===== config.mk =====
export PLATFORM = sky130hd
export DESIGN_NAME = patfill_engine
export DESIGN_NICKNAME = d
export VERILOG_FILES = /design/src/rtl/patfill_pkg.sv /design/src/rtl/patfill_pattern.sv /design/src/rtl/patfill_addr_walk.sv /design/src/rtl/patfill_miscount.sv /design/src/rtl/patfill_engine.sv
export SDC_FILE = /design/constraint.sdc
export NUM_CORES = 1
export LEC_CHECK = 0
export ABC_CLOCK_PERIOD_IN_PS = 3600
export BUFFER_PORTS_ARGS = -buffer_cell sky130_fd_sc_hd__buf_2
export CORE_MARGIN = 2
export CORE_UTILIZATION = 50
export CTS_CLUSTER_DIAMETER = 60
export DETAILED_ROUTE_END_ITERATION = 6
export PLACE_DENSITY = 0.77
export SLEW_MARGIN = 20
export SYNTH_ARGS = -nofsm -noshare
export SYNTH_HDL_FRONTEND = slang
export SYNTH_HIERARCHICAL = 1
export SYNTH_SLANG_ARGS = --single-unit

===== constraint.sdc =====
create_clock -name clk -period 3.6 [get_ports clk]
set_input_delay 0.72 -clock clk [delete_from_list [all_inputs] [get_ports clk]]
set_output_delay 0.72 -clock clk [all_outputs]
set_load 0.02 [all_outputs]

===== src/rtl/patfill_pkg.sv =====
package patfill_pkg;

    typedef enum logic [1:0] {
        MODE_FILL       = 2'd0,
        MODE_CHECK      = 2'd1,
        MODE_FILL_CHECK = 2'd2,
        MODE_CLEAR      = 2'd3
    } pf_mode_e;

    typedef enum logic [2:0] {
        ST_IDLE,
        ST_WRITE,
        ST_RD_ISSUE,
        ST_RD_WAIT,
        ST_DONE
    } pf_state_e;

    localparam int NIB_W = 4;

    // Nibble used at even addresses; odd addresses take its complement.
    function automatic logic [NIB_W-1:0] pair_nibble(input logic [1:0] sel);
        logic [NIB_W-1:0] n;
        unique case (sel)
            2'd0: n = 4'h0;
            2'd1: n = 4'hA;
            2'd2: n = 4'h3;
            2'd3: n = 4'h6;
        endcase
        return n;
    endfunction

endpackage


===== src/rtl/patfill_pattern.sv =====
module patfill_pattern #(
    parameter int DW = 32
) (
    input  logic [1:0]    pat_sel,
    input  logic          clear,
    input  logic          odd,
    output logic [DW-1:0] word
);
    import patfill_pkg::*;

    localparam int NIBS = DW / NIB_W;

    logic [NIB_W-1:0] nib;

    always_comb begin
        nib = pair_nibble(pat_sel);
        if (odd)   nib = ~nib;
        if (clear) nib = '0;
    end

    genvar g;
    generate
        for (g = 0; g < NIBS; g++) begin : g_rep
            assign word[g*NIB_W +: NIB_W] = nib;
        end
    endgenerate

endmodule


===== src/rtl/patfill_addr_walk.sv =====
module patfill_addr_walk #(
    parameter int AW = 16
) (
    input  logic          clk,
    input  logic          rst_n,
    input  logic          load,
    input  logic [AW-1:0] load_addr,
    input  logic [AW-1:0] load_hi,
    input  logic          step,
    output logic [AW-1:0] addr,
    output logic          last
);
    logic [AW-1:0] addr_q;
    logic [AW-1:0] hi_q;

    always_ff @(posedge clk or negedge rst_n) begin
        if (!rst_n) begin
            addr_q <= '0;
            hi_q   <= '0;
        end else if (load) begin
            addr_q <= load_addr;
            hi_q   <= load_hi;
        end else if (step) begin
            addr_q <= addr_q + 1'b1;
        end
    end

    assign addr = addr_q;
    assign last = (addr_q == hi_q);

endmodule


===== src/rtl/patfill_miscount.sv =====
module patfill_miscount #(
    parameter int AW = 16,
    parameter int CW = 8
) (
    input  logic          clk,
    input  logic          rst_n,
    input  logic          clear,
    input  logic          sample,
    input  logic          mismatch,
    input  logic [AW-1:0] addr,
    output logic          seen,
    output logic [AW-1:0] first_addr,
    output logic [CW-1:0] count
);
    localparam logic [CW-1:0] CNT_MAX = {CW{1'b1}};

    always_ff @(posedge clk or negedge rst_n) begin
        if (!rst_n) begin
            seen       <= 1'b0;
            first_addr <= '0;
            count      <= '0;
        end else if (clear) begin
            seen       <= 1'b0;
            first_addr <= '0;
            count      <= '0;
        end else if (sample && mismatch) begin
            if (!seen) first_addr <= addr;
            seen <= 1'b1;
            if (count != CNT_MAX) count <= count + 1'b1;
        end
    end

endmodule


===== src/rtl/patfill_engine.sv =====
module patfill_engine #(
    parameter int AW = 16,
    parameter int DW = 32,
    parameter int CW = 8
) (
    input  logic          clk,
    input  logic          rst_n,
    input  logic          cfg_start,
    input  logic [1:0]    cfg_mode,
    input  logic [1:0]    cfg_pat_sel,
    input  logic [AW-1:0] cfg_lo_addr,
    input  logic [AW-1:0] cfg_hi_addr,
    output logic          busy,
    output logic          done,
    output logic          mem_req_valid,
    input  logic          mem_req_ready,
    output logic          mem_req_we,
    output logic [AW-1:0] mem_req_addr,
    output logic [DW-1:0] mem_req_wdata,
    input  logic          mem_rsp_valid,
    input  logic [DW-1:0] mem_rsp_data,
    output logic          err_seen,
    output logic [AW-1:0] err_first_addr,
    output logic [CW-1:0] err_count
);
    import patfill_pkg::*;

    pf_state_e     state_q, state_d;
    pf_mode_e      mode_q;
    logic [1:0]    pat_q;
    logic [AW-1:0] lo_q;

    logic          start_ok;
    logic          empty_win;
    logic          req_acc;
    logic          walk_load, walk_step, walk_last;
    logic [AW-1:0] walk_addr, walk_load_addr, walk_load_hi;
    logic [DW-1:0] pat_word;
    logic          rsp_take;
    logic          wr_final;

    assign start_ok  = cfg_start && (state_q == ST_IDLE || state_q == ST_DONE);
    assign empty_win = (cfg_hi_addr < cfg_lo_addr);
    assign req_acc   = mem_req_valid && mem_req_ready;
    assign rsp_take  = (state_q == ST_RD_WAIT) && mem_rsp_valid;
    assign wr_final  = (state_q == ST_WRITE) && req_acc && walk_last;

    // Next-state logic
    always_comb begin
        state_d = state_q;
        unique case (state_q)
            ST_IDLE, ST_DONE: begin
                if (start_ok) begin
                    if (empty_win)                        state_d = ST_DONE;
                    else if (pf_mode_e'(cfg_mode) == MODE_CHECK) state_d = ST_RD_ISSUE;
                    else                                  state_d = ST_WRITE;
                end
            end
            ST_WRITE: begin
                if (wr_final)
                    state_d = (mode_q == MODE_FILL_CHECK) ? ST_RD_ISSUE : ST_DONE;
            end
            ST_RD_ISSUE: begin
                if (req_acc) state_d = ST_RD_WAIT;
            end
            ST_RD_WAIT: begin
                if (mem_rsp_valid) state_d = walk_last ? ST_DONE : ST_RD_ISSUE;
            end
        endcase
    end

    // State and job registers
    always_ff @(posedge clk or negedge rst_n) begin
        if (!rst_n) begin
            state_q <= ST_IDLE;
            mode_q  <= MODE_FILL;
            pat_q   <= '0;
            lo_q    <= '0;
        end else begin
            state_q <= state_d;
            if (start_ok) begin
                mode_q <= pf_mode_e'(cfg_mode);
                pat_q  <= cfg_pat_sel;
                lo_q   <= cfg_lo_addr;
            end
        end
    end

    // Outputs decoded from state
    always_comb begin
        busy          = 1'b0;
        done          = 1'b0;
        mem_req_valid = 1'b0;
        mem_req_we    = 1'b0;
        unique case (state_q)
            ST_IDLE:     ;
            ST_WRITE:    begin busy = 1'b1; mem_req_valid = 1'b1; mem_req_we = 1'b1; end
            ST_RD_ISSUE: begin busy = 1'b1; mem_req_valid = 1'b1; end
            ST_RD_WAIT:  busy = 1'b1;
            ST_DONE:     done = 1'b1;
        endcase
    end

    assign mem_req_addr  = walk_addr;
    assign mem_req_wdata = pat_word;

    assign walk_load      = start_ok || (wr_final && mode_q == MODE_FILL_CHECK);
    assign walk_load_addr = start_ok ? cfg_lo_addr : lo_q;
    assign walk_load_hi   = cfg_hi_addr;
    assign walk_step      = ((state_q == ST_WRITE) && req_acc && !walk_last) ||
                            (rsp_take && !walk_last);

    patfill_addr_walk #(.AW(AW)) walk_i (
        .clk       (clk),
        .rst_n     (rst_n),
        .load      (walk_load && start_ok ? 1'b1 : walk_load),
        .load_addr (walk_load_addr),
        .load_hi   (start_ok ? walk_load_hi : walk_hi_keep),
        .step      (walk_step),
        .addr      (walk_addr),
        .last      (walk_last)
    );

    patfill_pattern #(.DW(DW)) pat_i (
        .pat_sel (pat_q),
        .clear   (mode_q == MODE_CLEAR),
        .odd     (walk_addr[0]),
        .word    (pat_word)
    );

    patfill_miscount #(.AW(AW), .CW(CW)) cnt_i (
        .clk        (clk),
        .rst_n      (rst_n),
        .clear      (start_ok),
        .sample     (rsp_take),
        .mismatch   (mem_rsp_data != pat_word),
        .addr       (walk_addr),
        .seen       (err_seen),
        .first_addr (err_first_addr),
        .count      (err_count)
    );

    // Upper bound kept for the reload between fill and check phases.
    logic [AW-1:0] walk_hi_keep;
    always_ff @(posedge clk or negedge rst_n) begin
        if (!rst_n)        walk_hi_keep <= '0;
        else if (start_ok) walk_hi_keep <= cfg_hi_addr;
    end

endmodule


== Word-level counts from Yosys, hierarchy flattened ==
Index checks and enable logic that the tools add are counted.

* Bits in registers: 96
* Input port bits: 73
* Output and inout port bits: 77

* $add $sub $neg: 2
* Order comparisons: 1
* Equal/unequal tests: 18
* Mux-type cells: 29
* Bitwise gates (word level): 1
* Reductions and logical operators: 25

{| class="wikitable"
|+ Operator list
! cell !! count
|-
| $mux 16 || 7
|-
| $ne 32x32->1 || 1
|-
| $mux 8 || 3
|-
| $mux 3 || 7
|-
| $add 16x1->16 const B || 1
|-
| $eq 16x16->1 || 1
|-
| $lt 16x16->1 || 1
|-
| $pmux 4 s4 || 1
|-
| $pmux 3 s4 || 1
|-
| $logic_and 1x1->1 || 10
|-
| $ne 2x2->1 const B || 5
|-
| $add 8x1->8 const B || 1
|-
| $eq 2x2->1 const B || 4
|-
| $mux 4 || 2
|-
| $ne 8x8->1 const B || 1
|-
| $mux 1 || 7
|-
| $eq 3x2->1 const B || 2
|-
| $reduce_bool 2->1 || 3
|-
| $eq 2x1->1 const B || 2
|-
| $not 4->4 || 1
|-
| $reduce_and 2->1 || 2
|-
| $reduce_and 4->1 || 1
|-
| $reduce_or 2->1 || 2
|-
| $eq 3x1->1 const B || 1
|-
| 7 further kinds || 9
|}

== Longest topological paths before layout ==
Gate-level depths: netlist (run 1).

* Word-level depth: 11
* Depth in mapped cells: 12
* Gate-level depth less buffers: 10

== Cells and area by module ==
Netlist (run 1), hierarchy kept.

{| class="wikitable"
|+ By module, submodules not included
! module !! instances !! cells each !! area an instance (um^2) !! sequential area each (um^2)
|-
| patfill_engine || 1 || 212 || 2,402.3 || 975.9
|-
| patfill_addr_walk || 1 || 156 || 1,671.6 || 800.8
|-
| patfill_miscount || 1 || 87 || 1,084.8 || 625.6
|-
| patfill_pattern || 1 || 38 || 284.0 || 0.0
|}

== Least setup slack after synthesis (run 1) ==
No wires, ideal clock.

* Path kind: reg-to-reg
* Start: register walk_i.addr_q[0] (netlist: walk_i/addr[0])
* End: register cnt_i.first_addr[3]
* Data arrival time: 3.030 ns
* Required time: 3.533 ns
* Setup slack: 0.503 ns
* Stages on the path, launching flop included: 11
* Period minus slack after synthesis: 3.097 ns
* Path through: dfrtp_1 > or2_1 > mux2i_1 > buf_4 > xnor2_1 > nand4_1 > nor4_1 > nand2_1 > a31oi_2 > buf_6 > a22o_1

* Cells in the longest elaborated chain, start to end: 6

{| class="wikitable"
|+ Ends and longest elaborated chain
! element !! RTL line !! RTL
|-
| start, declared || patfill_addr_walk.sv:13 || <nowiki>logic [AW-1:0] addr_q;</nowiki>
|-
| start signal, assigned || patfill_addr_walk.sv:21 || <nowiki>addr_q <= load_addr;</nowiki>
|-
| start signal, assigned || patfill_addr_walk.sv:24 || <nowiki>addr_q <= addr_q + 1'b1;</nowiki>
|-
| $mux 4 || patfill_pattern.sv:17 || <nowiki>if (odd) nib = ~nib;</nowiki>
|-
| $mux 4 || patfill_pattern.sv:18 || <nowiki>if (clear) nib = '0;</nowiki>
|-
| via mem_req_wdata[0] || patfill_engine.sv:19 || <nowiki>output logic [DW-1:0] mem_req_wdata,</nowiki>
|-
| $ne 32x32->1 || patfill_engine.sv:136 || <nowiki>.mismatch (mem_rsp_data != pat_word),</nowiki>
|-
| $logic_and 1x1->1 || patfill_miscount.sv:26 || <nowiki>end else if (sample && mismatch) begin</nowiki>
|-
| $reduce_bool 2->1 (no source line) || - ||
|-
| $reduce_and 2->1 (no source line) || - ||
|-
| end signal, assigned || patfill_miscount.sv:27 || <nowiki>if (!seen) first_addr <= addr;</nowiki>
|-
| end, declared || patfill_miscount.sv:12 || <nowiki>output logic [AW-1:0] first_addr,</nowiki>
|}

The timed path passes the listed nets, and every way through them passes these cells.
A chain may end at the register's enable or synchronous reset.

== Worst setup path after layout (run 1) ==
* Start: register walk_i.addr_q[0] (netlist: walk_i/addr[0])
* End: register walk_i.addr_q[11] (netlist: walk_i/addr[11])

* Elaborated cells between the ends (all ways): 14

{| class="wikitable"
|+ RTL lines
! element !! RTL line !! RTL
|-
| $eq 16x16->1 (*) || patfill_addr_walk.sv:29 || <nowiki>assign last = (addr_q == hi_q);</nowiki>
|-
| via walk_last || patfill_engine.sv:36 || <nowiki>logic walk_load, walk_step, walk_last;</nowiki>
|-
| $logic_not 1->1 (*) || patfill_engine.sv:110, patfill_engine.sv:111 ||
|-
| $logic_and 1x1->1, on equally long branches || patfill_engine.sv:110, patfill_engine.sv:111 ||
|-
| $logic_or 1x1->1 (*) || patfill_engine.sv:110 || <nowiki>assign walk_step = ((state_q == ST_WRITE) && req_acc && !walk_last) ||</nowiki>
|-
| via walk_step || patfill_engine.sv:36 ||
|-
| $reduce_bool 2->1 (no source line) (*) || - ||
|}

The timed path passes the listed nets; every way through them passes the cells marked *. The select of a mux whose other input is x is not followed.

==> results of run 1 <==
## worst max-delay path: stages, from the launching register on
cell and delay, ns:
dfrtp_1 0.50, xnor2_1 0.22, nand4_1 0.13, nor4_1 0.09
buf_4 0.15, a21oi_1 0.13, buf_4 0.20, nand3_2 0.16
nor4_1 0.66, nor3b_1 0.11, a221o_1 0.28
## synth_stat cells, types with 8 or more instances
| cell | instances | share of area (%) |
|---|---|---|
| a22o_1 | 16 | 2.6 |
| buf_4 | 29 | 4.0 |
| dfrtp_1 | 96 | 44 |
| ha_1 | 17 | 3.9 |
| inv_1 | 24 | 1.7 |
| mux2_2 | 53 | 11 |
| mux2i_1 | 8 | 1.5 |
| nand2_1 | 30 | 2.1 |
| nand3_1 | 9 | 0.83 |
| nand4_1 | 19 | 2.2 |
| nor2_1 | 16 | 1.1 |
| nor4_1 | 10 | 1.1 |
| o21ai_0 | 16 | 1.5 |
| xnor2_1 | 56 | 9.0 |
## layout make-up
type | instances | share of cell area, %
flip-flops and latches | 96 | 37.9
inverters | 24 | 1.42
clock inverters | 3 | 0.237
repair buffers | 160 | 13.3
well taps | 140 | 2.76
multi-input cells | 327 | 41.7
clock buffers | 13 | 2.67
## where the power goes
group          internal [W]  total, W  switching [W]
logic               0.00122   0.00285        0.00162
registers           0.00148   0.00188       0.000402
clock network      0.000305  0.000661       0.000356
total               0.00301   0.00539        0.00238
## flip-flops by register name, indices dropped and copies added (netlist names)
signal / cells
state_q: 3
cnt_i/seen: 1
walk_hi_keep: 16
walk_i/addr: 16
mode_q: 2
cnt_i/count: 8
cnt_i/first_addr: 16
walk_i/hi_q: 16
pat_q: 2
lo_q: 16
## layer usage
layer  track usage [%]  part of all wire [%]  vias to the layer above
met1              28.9                    40                     2085
met4              11.8                   3.4                        0
li1                  -                     -                     1977
met3              4.22                   7.0                       38
met5                 0                     0                        -
met2              41.4                    49                      191
## logic make-up after synthesis
| family | after synthesis | share of synthesized area, % |
|---|---|---|
| compound gates | 68 | 9.68 |
| xor+xnor | 59 | 9.49 |
| fa+ha+maj | 17 | 3.91 |
| buf+inv | 70 | 7.56 |
| flops | 96 | 44.1 |
| mux | 61 | 12.4 |
| simple gates | 122 | 12.8 |
## per-stage QoR
stage | power (W) | util [%]
6_report | 0.00539 | 59.0
5_1_grt | 0.00576 | 59.0
4_1_cts | 0.00543 | 59.0
3_5_place_dp | 0.00476 | 57.3
3_3_place_gp | 0.00467 | 57.3
2_1_floorplan | 0.00420 | -
## path summary, 6_finish.rpt
kind / to / slack [ns]
hold / removal: walk_i/hi_q[11]$_DFFE_PN0P_ / 0.46
min in group clk: walk_hi_keep[7]$_DFF_PN0_ / 0.50
hold reg to reg: walk_hi_keep[7]$_DFF_PN0_ / 0.50
max in group asynchronous: walk_i/addr[3]$_DFFE_PN0P_ / 2.34
setup / recovery: walk_i/addr[11]$_DFFE_PN0P_ / 0.87
setup reg to reg: walk_i/addr[11]$_DFFE_PN0P_ / 0.87
==> parameters.txt, run 1 <==
Parameter                              Value

Layout
  Area taken by multi-input logic gates ... 0.00264 mm^2
  Most common cell after layout, fill and taps aside ... buf_2
  ANT cells ... 0
  Most used cells in the layout excluding fill and tap cells ... buf_2 (148), dfrtp_1 (96), xnor2_1 (56)
  Filler Cell Count ... 929
  Finished Layout Cells ... 763
  Final Cell Area ... about 0.0063 mm^2
  Proportion of layout cells with a drive suffix above 1 ... 39.3%
  Register cell area after layout ... around 0.0024 mm^2
  Post-layout net count ... 708
  Area delta synth->final ... 16.4%

Critical path
  Crit path from ... walk_i/addr[0]$_DFFE_PN0P_
  Critical path endpoint category ... flop
  Worst setup path class ... reg -> reg
  Arrival time at the worst endpoint ... 2.98 ns
  Required time of the worst setup path ... ~3.9 ns
  Critical Path Fanout Max ... 9
  Startpoint types ... flop
  Number of cells on the worst reg-to-reg path ... 10
  Launching point of the worst reg2reg path ... walk_i/addr[0]$_DFFE_PN0P_

Clock tree
  Number of gates resized after cts ... 0
  Post-CTS setup buffers ... 0
  Maximum root-to-sink buffer count ... 2
  Number of clock buffers inserted by TritonCTS ... 9
  Clk pin slew, worst setup/hold paths ... 0.09 ns
  Hold buffer count at CTS ... 0
  Clock sink count ... 96
  Maximum level of the CTS H-tree ... 3
  Clock insertion delay at the later pin of the skew report ... 0.36 ns
  CTS root buffer ... clkbuf_8
  TritonCTS clock tree ... built

Timing
  Transition at the pin with the smallest max-transition slack ... about 0.8 ns
  Max Clock Skew ... 0.00999 ns
  Hold Violations, Final ... 0
  Setup total negative slack ... 0 ns
  Setup repair after global routing missed its margin ... false
  Final worst setup slack ... 0.872 ns
  Period utilization ... 75.8%
  Setup violations, final ... 0
  Max Freq ... 367 MHz
  Relative slew margins ... 45.4%
  Hold slack final ... between 0.4 and 0.5 ns
  Time the final worst path needs with I/O delays and setup ... 2.73 ns
  Number of max-slew violations in the final report ... 0

GRT
  Antenna violations before repair ... 0
  Global-route usage over all layers ... about a quarter
  Via count of the first global-routing pass ... 4,196
  Grt total ovfl ... 0
  Pin count of the biggest net entering global routing ... between 60 and 70
  First-pass GRT wire length ... 21.3 mm

Run status
  Run status ... finished, final reports clean

Power and ir drop
  Worst IR drop on VDD ... 0.761 mV
  Leakage power ... 2.91 nW
  Power density of the placed cells ... 851 mW/mm^2

Synth
  Count of yosys warnings during synthesis ... 6
  Number of synthesized register bits ... 96
  Number of enable-type register cells in the synthesized netlist ... 0
  Netlist cell types ... 66
  Leading register cell type out of synthesis ... dfrtp_1
  Seq/Total Area, Yosys ... 44.1%
  Netlist area before placement ... 0.00544 mm^2
  Mapped Nets ... approximately 600
  Asr flop ratio synth ... 100%
  Avg Inst Size Synth ... 11.0 um^2
  Mapped Cells ... 493

Detailed routing
  Post-detailed-routing wire length ... 13.9 mm
  Vias per inst ... 5.62
  Total number of vias ... 4,291
  Initial drt markers ... between 200 and 300
  Avg WL per Cell ... about 18 um
  Number of iterations in the first detailed-routing pass ... 5
  Post-route ant nets ... 0
  DRC ... 0

Place
  Dpl cell area ... a little over 0.006 mm^2
  Placed Cells ... between 700 and 800
  Routability cong. ... 0.920
  DP HPWL ... 10.6 mm
  Worst setup slack after placement ... 0.901 ns
  Count of buffers from port buffering ... ~150

Floorplan
  Die Width ... 108 um
  Area enclosed by the die boundary ... around 0.012 mm^2
  Core outline area ... 0.0107 mm^2
  Vertical die dimension ... 108 um
  Io pins ... 150
  Initial cell density of the core ... 50.7%
  Std cell rows ... 38

Min path
  Worst min path class ... in -> async

Flow run
  Count of max-cap constraint violations ... 0
No activity file was read; power rests on OpenSTA's default activity.
==> run 2, diff against run 1 <==
- ABC_AREA: unset -> 1
- ABC_CLOCK_PERIOD_IN_PS: 3600 -> 2400
- CORE_UTILIZATION: 50 -> 49
- PLACE_DENSITY: 0.77 -> 0.78
- clock period: 3.6 -> 2.4 ns (I/O delays scaled with it)
==> parameters.txt, run 2 <==
Parameter                              Value

Clock tree
  Clk pin slew, worst setup/hold paths ... 0.07 ns
  TritonCTS clock tree ... built
  CTS root buffer ... clkbuf_16
  Clock sink count ... 96
  Hold buffer count at CTS ... 0
  Clock insertion delay at the later pin of the skew report ... 0.34 ns
  Maximum root-to-sink buffer count ... 2
  Number of clock buffers inserted by TritonCTS ... 9
  Maximum level of the CTS H-tree ... 3

GRT
  Pin count of the biggest net entering global routing ... 53
  Antenna violations before repair ... 0
  Global-route usage over all layers ... 23.2%
  First-pass GRT wire length ... roughly 24 mm
  Grt total ovfl ... 0
  Via count of the first global-routing pass ... just over 5,000

Synth
  Most numerous cell types in the synthesized netlist ... nand2_1 (232), inv_1 (110), dfrtp_1 (96)
  Share of cell area taken by muxes after synthesis ... 0%
  Library cell with the largest summed area after synthesis ... dfrtp_1
  Mapped Nets ... 875
  Netlist area before placement ... 0.00591 mm^2
  Combinational family with the most area after synthesis ... simple AND/OR/NAND/NOR gates
  Share of the synthesized netlist area taken by xor and xnor gates ... 3.71%
  Seq/Total Area, Yosys ... between 40% and 50%
  Count of yosys warnings during synthesis ... 6
  Portion of synthesized cell area occupied by the leading cell type ... 40.7%
  Most common cell in the synthesized netlist ... nand2_1
  Asr flop ratio synth ... 100%
  Leading register cell type out of synthesis ... dfrtp_1
  Number of enable-type register cells in the synthesized netlist ... 0
  Post-Synth Simple-Gate Area ... 28.1%
  Number of synthesized register bits ... 96
  Post-synthesis adder-cell area fraction ... 3.60%
  Avg Inst Size Synth ... 7.53 um^2
  Netlist cell types ... 38
  Area contributors post-synth ... dfrtp_1 (41%), nand2_1 (15%), inv_1 (7.0%)
  Area fraction in compound gates after synthesis ... 10.6%
  Mapped Cells ... 785

Detailed routing
  Post-route ant nets ... 0
  DRC ... 0
  Number of iterations in the first detailed-routing pass ... 5
  Avg WL per Cell ... roughly 14 um
  Initial drt markers ... 287
  Total number of vias ... 5,539
  Vias per inst ... 5.08
  Post-detailed-routing wire length ... 15.5 mm

Critical path
  Worst setup path class ... reg -> reg
  Cell family contributing the most delay on the critical path ... simple AND/OR/NAND/NOR gates
  Slowest cell delay on critical path ... 0.49 ns
  Worst-path cell chain ... nand3_1, nand2_2, nor2_4, buf_6, or2_2, nand4_1, nor4_2, nand3b_1, nand2_2, o21ai_4, clkbuf_16, nand3_1, o21ai_0
  Arrival time at the worst endpoint ... 2.72 ns
  Slowest stage cell on the critical path ... dfrtp_2
  Startpoint types ... flop
  Critical Path Fanout Max ... 16
  Required time of the worst setup path ... 2.62 ns
  Worst path bufs/invs ... 2
  Critical path endpoint category ... flop
  Crit path from ... walk_i/addr[0]$_DFFE_PN0P_
  Launching point of the worst reg2reg path ... walk_i/addr[0]$_DFFE_PN0P_

Place
  DP HPWL ... 11.2 mm
  Routability cong. ... 0.855
  Count of buffers from port buffering ... about 150
  Dpl cell area ... 0.00673 mm^2

Run status
  Violations in the final reports ... negative setup slack
  Run status ... finished with violations

Timing
  Period utilization ... 104%
  Hold slack final ... 0.109 ns
  Final worst setup slack ... -0.103 ns
  Max Clock Skew ... 0.00553 ns
  Max Freq ... approximately 400 MHz
  Transition at the pin with the smallest max-transition slack ... 0.502 ns
  Relative slew margins ... around two thirds
  Number of max-slew violations in the final report ... 0
  Hold Violations, Final ... 0
  Setup repair after global routing missed its margin ... true
  Time the final worst path needs with I/O delays and setup ... 2.50 ns
  Setup violations, final ... 19

Power and ir drop
  Combinational fraction of design power ... approximately three fifths
  Switching portion of total power ... 47.1%
  Internal Dissipation ... 0.00538 W
  Worst IR drop on VDD ... around 0.55 mV
  Proportion of power drawn by the clock network ... between 10% and 20%
  Net switching power ... 0.00478 W
  Leakage power ... 3.86 nW
  Total power of the final layout ... 0.0102 W
  Power share of the sequential group ... 27.7%
  Power density of the placed cells ... 1380 mW/mm^2

Flow run
  Count of max-cap constraint violations ... 0

Floorplan
  Core outline area ... 0.0119 mm^2
  Io pins ... 150
  Vertical die dimension ... around 110 um
  Std cell rows ... 40
  Area enclosed by the die boundary ... 0.0130 mm^2
  Initial cell density of the core ... 49.6%
  Die Width ... roughly 110 um

Layout
  ANT cells ... 0
  Proportion of layout cells with a drive suffix above 1 ... 30.8%
  Most used cells in the layout excluding fill and tap cells ... nand2_1 (227), buf_2 (148), inv_1 (105)
  Final core utilization ... 61.6%
  Most common cell after layout, fill and taps aside ... nand2_1
  Post-layout net count ... 1,028
  Final Cell Area ... 0.00734 mm^2
  Area delta synth->final ... 24.2%

Min path
  Worst min path class ... in -> async
[run 2: cell type report]
class                      count  area, um^2
clock inverter                 6        60.1
timing repair buffer         187        1130
multi-input combinational    526        2880
fill                        1095        4570
timing repair inverter         1        7.51
tap                          147         184
sequential                    96        2410
inverter                     117         445
clock buffer                  10         229
[run 2: cell families (layout without fill, tap and decap cells)]
family | after synthesis | count (layout)
AOI/OAI and AO/OA | 106 | 106
xor gates and xnor gates | 25 | 25
adders and majority gates | 17 | 17
buffers and inverters | 165 | 321
DFF | 96 | 96
and+or+nand+nor | 376 | 378
[run 2: path summary, 6_finish.rpt]
path / cells past startpoint / slack, ns / to
worst max-delay path: 13 / -0.10 / cnt_i/first_addr[0]$_DFFE_PN0P_
worst min-delay path: 1 / 0.11 / walk_i/addr[10]$_DFFE_PN0P_
worst min register to register: 2 / 0.47 / walk_hi_keep[3]$_DFF_PN0_
min in group clk: 3 / 0.35 / pat_q[1]$_DFFE_PN0P_
worst max register to register: 13 / -0.10 / cnt_i/first_addr[0]$_DFFE_PN0P_
max in group asynchronous: 2 / 1.63 / walk_i/addr[0]$_DFFE_PN0P_
[run 2: timing repair]
| action | CTS | global route |
|---|---|---|
| endpoints found under the hold margin | 0 | 0 |
| setup endpoints to repair | 23 | 53 |
| pin swaps | 3 | 15 |
| buffers inserted | 7 | 6 |
| gates resized for setup | 2 | 51 |
| gates cloned | 0 | 5 |
[run 2: through the flow]
step / setup TNS (ns) / instances / worst slack [ns]
detailed placement: -1.64 / 1056 / -0.120
global route: -3.98 / 1090 / -0.216
CTS: -0.0227 / 1079 / -0.0121
finish: -1.01 / 1090 / -0.103
floorplan: 0 / 785 / 0.0298
global placement: -0.645 / 1056 / -0.0384
[run 2: power by group through the flow]
stage | combinational (W) | clock [W] | sequential, W
after floorplan | 0.00387 | 0 | 0.00303
after global routing | 0.00650 | 0.00151 | 0.00290
after global placement | 0.00517 | 0 | 0.00279
after detailed placement | 0.00526 | 0 | 0.00280
final | 0.00594 | 0.00141 | 0.00281
after CTS | 0.00544 | 0.00144 | 0.00278
[run 2: layer usage]
layer  track usage [%]  up-vias  share of wire (%)
met5                 0        -                  0
met4              6.42        0                1.9
met3              4.09       23                5.9
met2              43.4      181                 51
met1              27.2     2567                 41
li1                  -     2768                  -
[run 2: worst register-to-register path: stages, from the launching register on]
cell and delay, ns:
dfrtp_2 0.49, nand3_1 0.13, nand2_2 0.11, nor2_4 0.18, buf_6 0.13, or2_2 0.09, nand4_1 0.11, nor4_2 0.33
nand3b_1 0.16, nand2_2 0.17, o21ai_4 0.12, clkbuf_16 0.21, nand3_1 0.07, o21ai_0 0.08
==> run 3, diff against run 2 <==
- REMOVE_ABC_BUFFERS: unset -> 1
==> parameters.txt, run 3 (synthesis gave the netlist of run 2 again) <==
Parameter                              Value

Detailed routing
  Total number of vias ... 5,520
  Number of iterations in the first detailed-routing pass ... 5
  Vias per inst ... 5.08
  Post-route ant nets ... 0
  Post-detailed-routing wire length ... 15.3 mm
  Avg WL per Cell ... 14.0 um
  Initial drt markers ... 333
  DRC ... 0

Layout
  Final Cell Area ... between 0.007 and 0.008 mm^2
  Post-layout net count ... roughly 1,000
  Most common cell after layout, fill and taps aside ... nand2_1
  Filler Cell Count ... approximately 1,100
  Area taken by multi-input logic gates ... 0.00284 mm^2
  Register cell area after layout ... 0.00241 mm^2
  ANT cells ... 0
  Finished Layout Cells ... 1,086
  Area delta synth->final ... 23.1%
  Final core utilization ... between 60 and 70%
  Proportion of layout cells with a drive suffix above 1 ... around 29%
  Most used cells in the layout excluding fill and tap cells ... nand2_1 (230), buf_2 (149), inv_1 (103)

Critical path
  Launching point of the worst reg2reg path ... pat_q[0]$_DFFE_PN0P_
  Critical Path Fanout Max ... 16
  Crit path from ... pat_q[0]$_DFFE_PN0P_
  Arrival time at the worst endpoint ... 2.64 ns
  Worst setup path class ... reg -> reg
  Critical path endpoint category ... flop
  Required time of the worst setup path ... ~2.6 ns
  Number of cells on the worst reg-to-reg path ... 15
  Worst r2r dst ... cnt_i/first_addr[10]$_DFFE_PN0P_
  Worst reg2reg setup slack ... -0.02 ns
  Startpoint types ... flop

Timing
  Setup total negative slack ... -0.0526 ns
  Time the final worst path needs with I/O delays and setup ... 2.42 ns
  Number of max-slew violations in the final report ... 0
  Max Clock Skew ... 0.0116 ns
  Hold Violations, Final ... 0
  Transition at the pin with the smallest max-transition slack ... 0.554 ns
  Final worst setup slack ... -0.0165 ns
  Setup violations, final ... 5
  Relative slew margins ... 63.0%
  Max Freq ... 414 MHz
  Setup repair after global routing missed its margin ... true
  Period utilization ... 101%

Floorplan
  Std cell rows ... 40
  Initial cell density of the core ... roughly half
  Area enclosed by the die boundary ... 0.0130 mm^2
  Core outline area ... 0.0119 mm^2
  Vertical die dimension ... 114 um
  Die Width ... ~110 um
  Io pins ... 150

Clock tree
  Clk pin slew, worst setup/hold paths ... about 0.070 ns
  Maximum level of the CTS H-tree ... 3
  Maximum root-to-sink buffer count ... 2
  TritonCTS clock tree ... built
  CTS root buffer ... clkbuf_16
  Clock insertion delay at the later pin of the skew report ... 0.34 ns
  Clock sink count ... 96
  Number of clock buffers inserted by TritonCTS ... 9

Place
  Dpl cell area ... 0.00672 mm^2
  Placed Cells ... 1,060
  Count of buffers from port buffering ... 149
  DP HPWL ... ~11 mm
  Routability cong. ... around 0.86

Power and ir drop
  Total power of the final layout ... 0.00998 W
  Leakage power ... 3.84 nW
  Power density of the placed cells ... 1370 mW/mm^2
  Worst IR drop on VDD ... 0.559 mV

GRT
  Grt total ovfl ... 0
  First-pass GRT wire length ... roughly 24 mm
  Via count of the first global-routing pass ... ~5,000
  Pin count of the biggest net entering global routing ... 48
  Antenna violations before repair ... 0
  Global-route usage over all layers ... 23.3%

Run status
  Violations in the final reports ... negative setup slack
  Run status ... finished with violations

Min path
  Worst min path class ... in -> async

Flow run
  Count of max-cap constraint violations ... 0
## run 3: cell types whose count changed in the layout (fill, tap and decap cells not counted), sizes merged
cell | before | now
buf | 185 | 183
clkbuf | 12 | 16
clkinv | 3 | 1
clkinvlp | 4 | 2
nor2 | 56 | 54
## run 3: layer usage
layer  wire length, um  GRT usage, %  part of all wire [%]
met5                 0             0                     0
met4               165          6.67                   1.1
met3               822          3.88                   5.4
met2              7640          41.1                    50
met1              6630          29.7                    43
## run 3: layout make-up
cell class / instances / share of cell area, %
clock buffer: 14 / 3.49
clock inverter: 2 / 0.533
inverter: 117 / 6.12
multi-input combinational: 524 / 39.1
sequential: 96 / 33.1
tap: 147 / 2.53
timing repair buffer: 185 / 15.0
timing repair inverter: 1 / 0.103
## run 3: timing repair
item / in CTS / in global routing
gates cloned: 0 / 4
endpoints found under the setup margin: 20 / 39
hold buffers: 0 / 0
gates resized for setup: 8 / 49
pin swaps: 0 / 10
setup buffers: 0 / 6
## run 3: power breakdown
part | internal (W) | leakage [nW] | total (W) | switching [W]
registers | 0.00231 | 1.22 | 0.00283 | 0.000517
logic | 0.00216 | 2.48 | 0.00572 | 0.00357
clock network | 0.000840 | 0.141 | 0.00143 | 0.000587
## run 3: worst max-delay path by stage
stage,depth (start not counted),slack (ns),end
final,15,-0.02,cnt_i/first_addr[10]$_DFFE_PN0P_
after global routing,18,-0.18,cnt_i/count[5]$_DFFE_PN0P_
after CTS,17,0.008,cnt_i/first_addr[11]$_DFFE_PN0P_
after detailed placement,15,-0.08,cnt_i/first_addr[6]$_DFFE_PN0P_
after global placement,16,0.03,cnt_i/count[1]$_DFFE_PN0P_
after floorplan,13,-2.54,cnt_i/first_addr[15]$_DFFE_PN0P_
## run 3: per-stage QoR
stage	hold WS (ns)	worst slack (ns)
floorplan	0.184	-2.54
global placement	0.452	0.0263
detailed placement	0.456	-0.0753
CTS	0.0984	0.00762
global route	0.117	-0.176
finish	0.0896	-0.0165
## run 3: critical path: stages (launching register included)
cell       delay (ns)
dfrtp_2          0.47
inv_2            0.06
a21oi_1          0.13
nor2_1           0.06
buf_4            0.16
buf_4            0.14
xnor2_2          0.14
nand2_1          0.08
nor3_2           0.18
nand2_1          0.06
nand3b_1         0.19
nand2_2          0.13
o21ai_4          0.10
clkbuf_16        0.23
nand3_1          0.07
o21ai_0          0.08
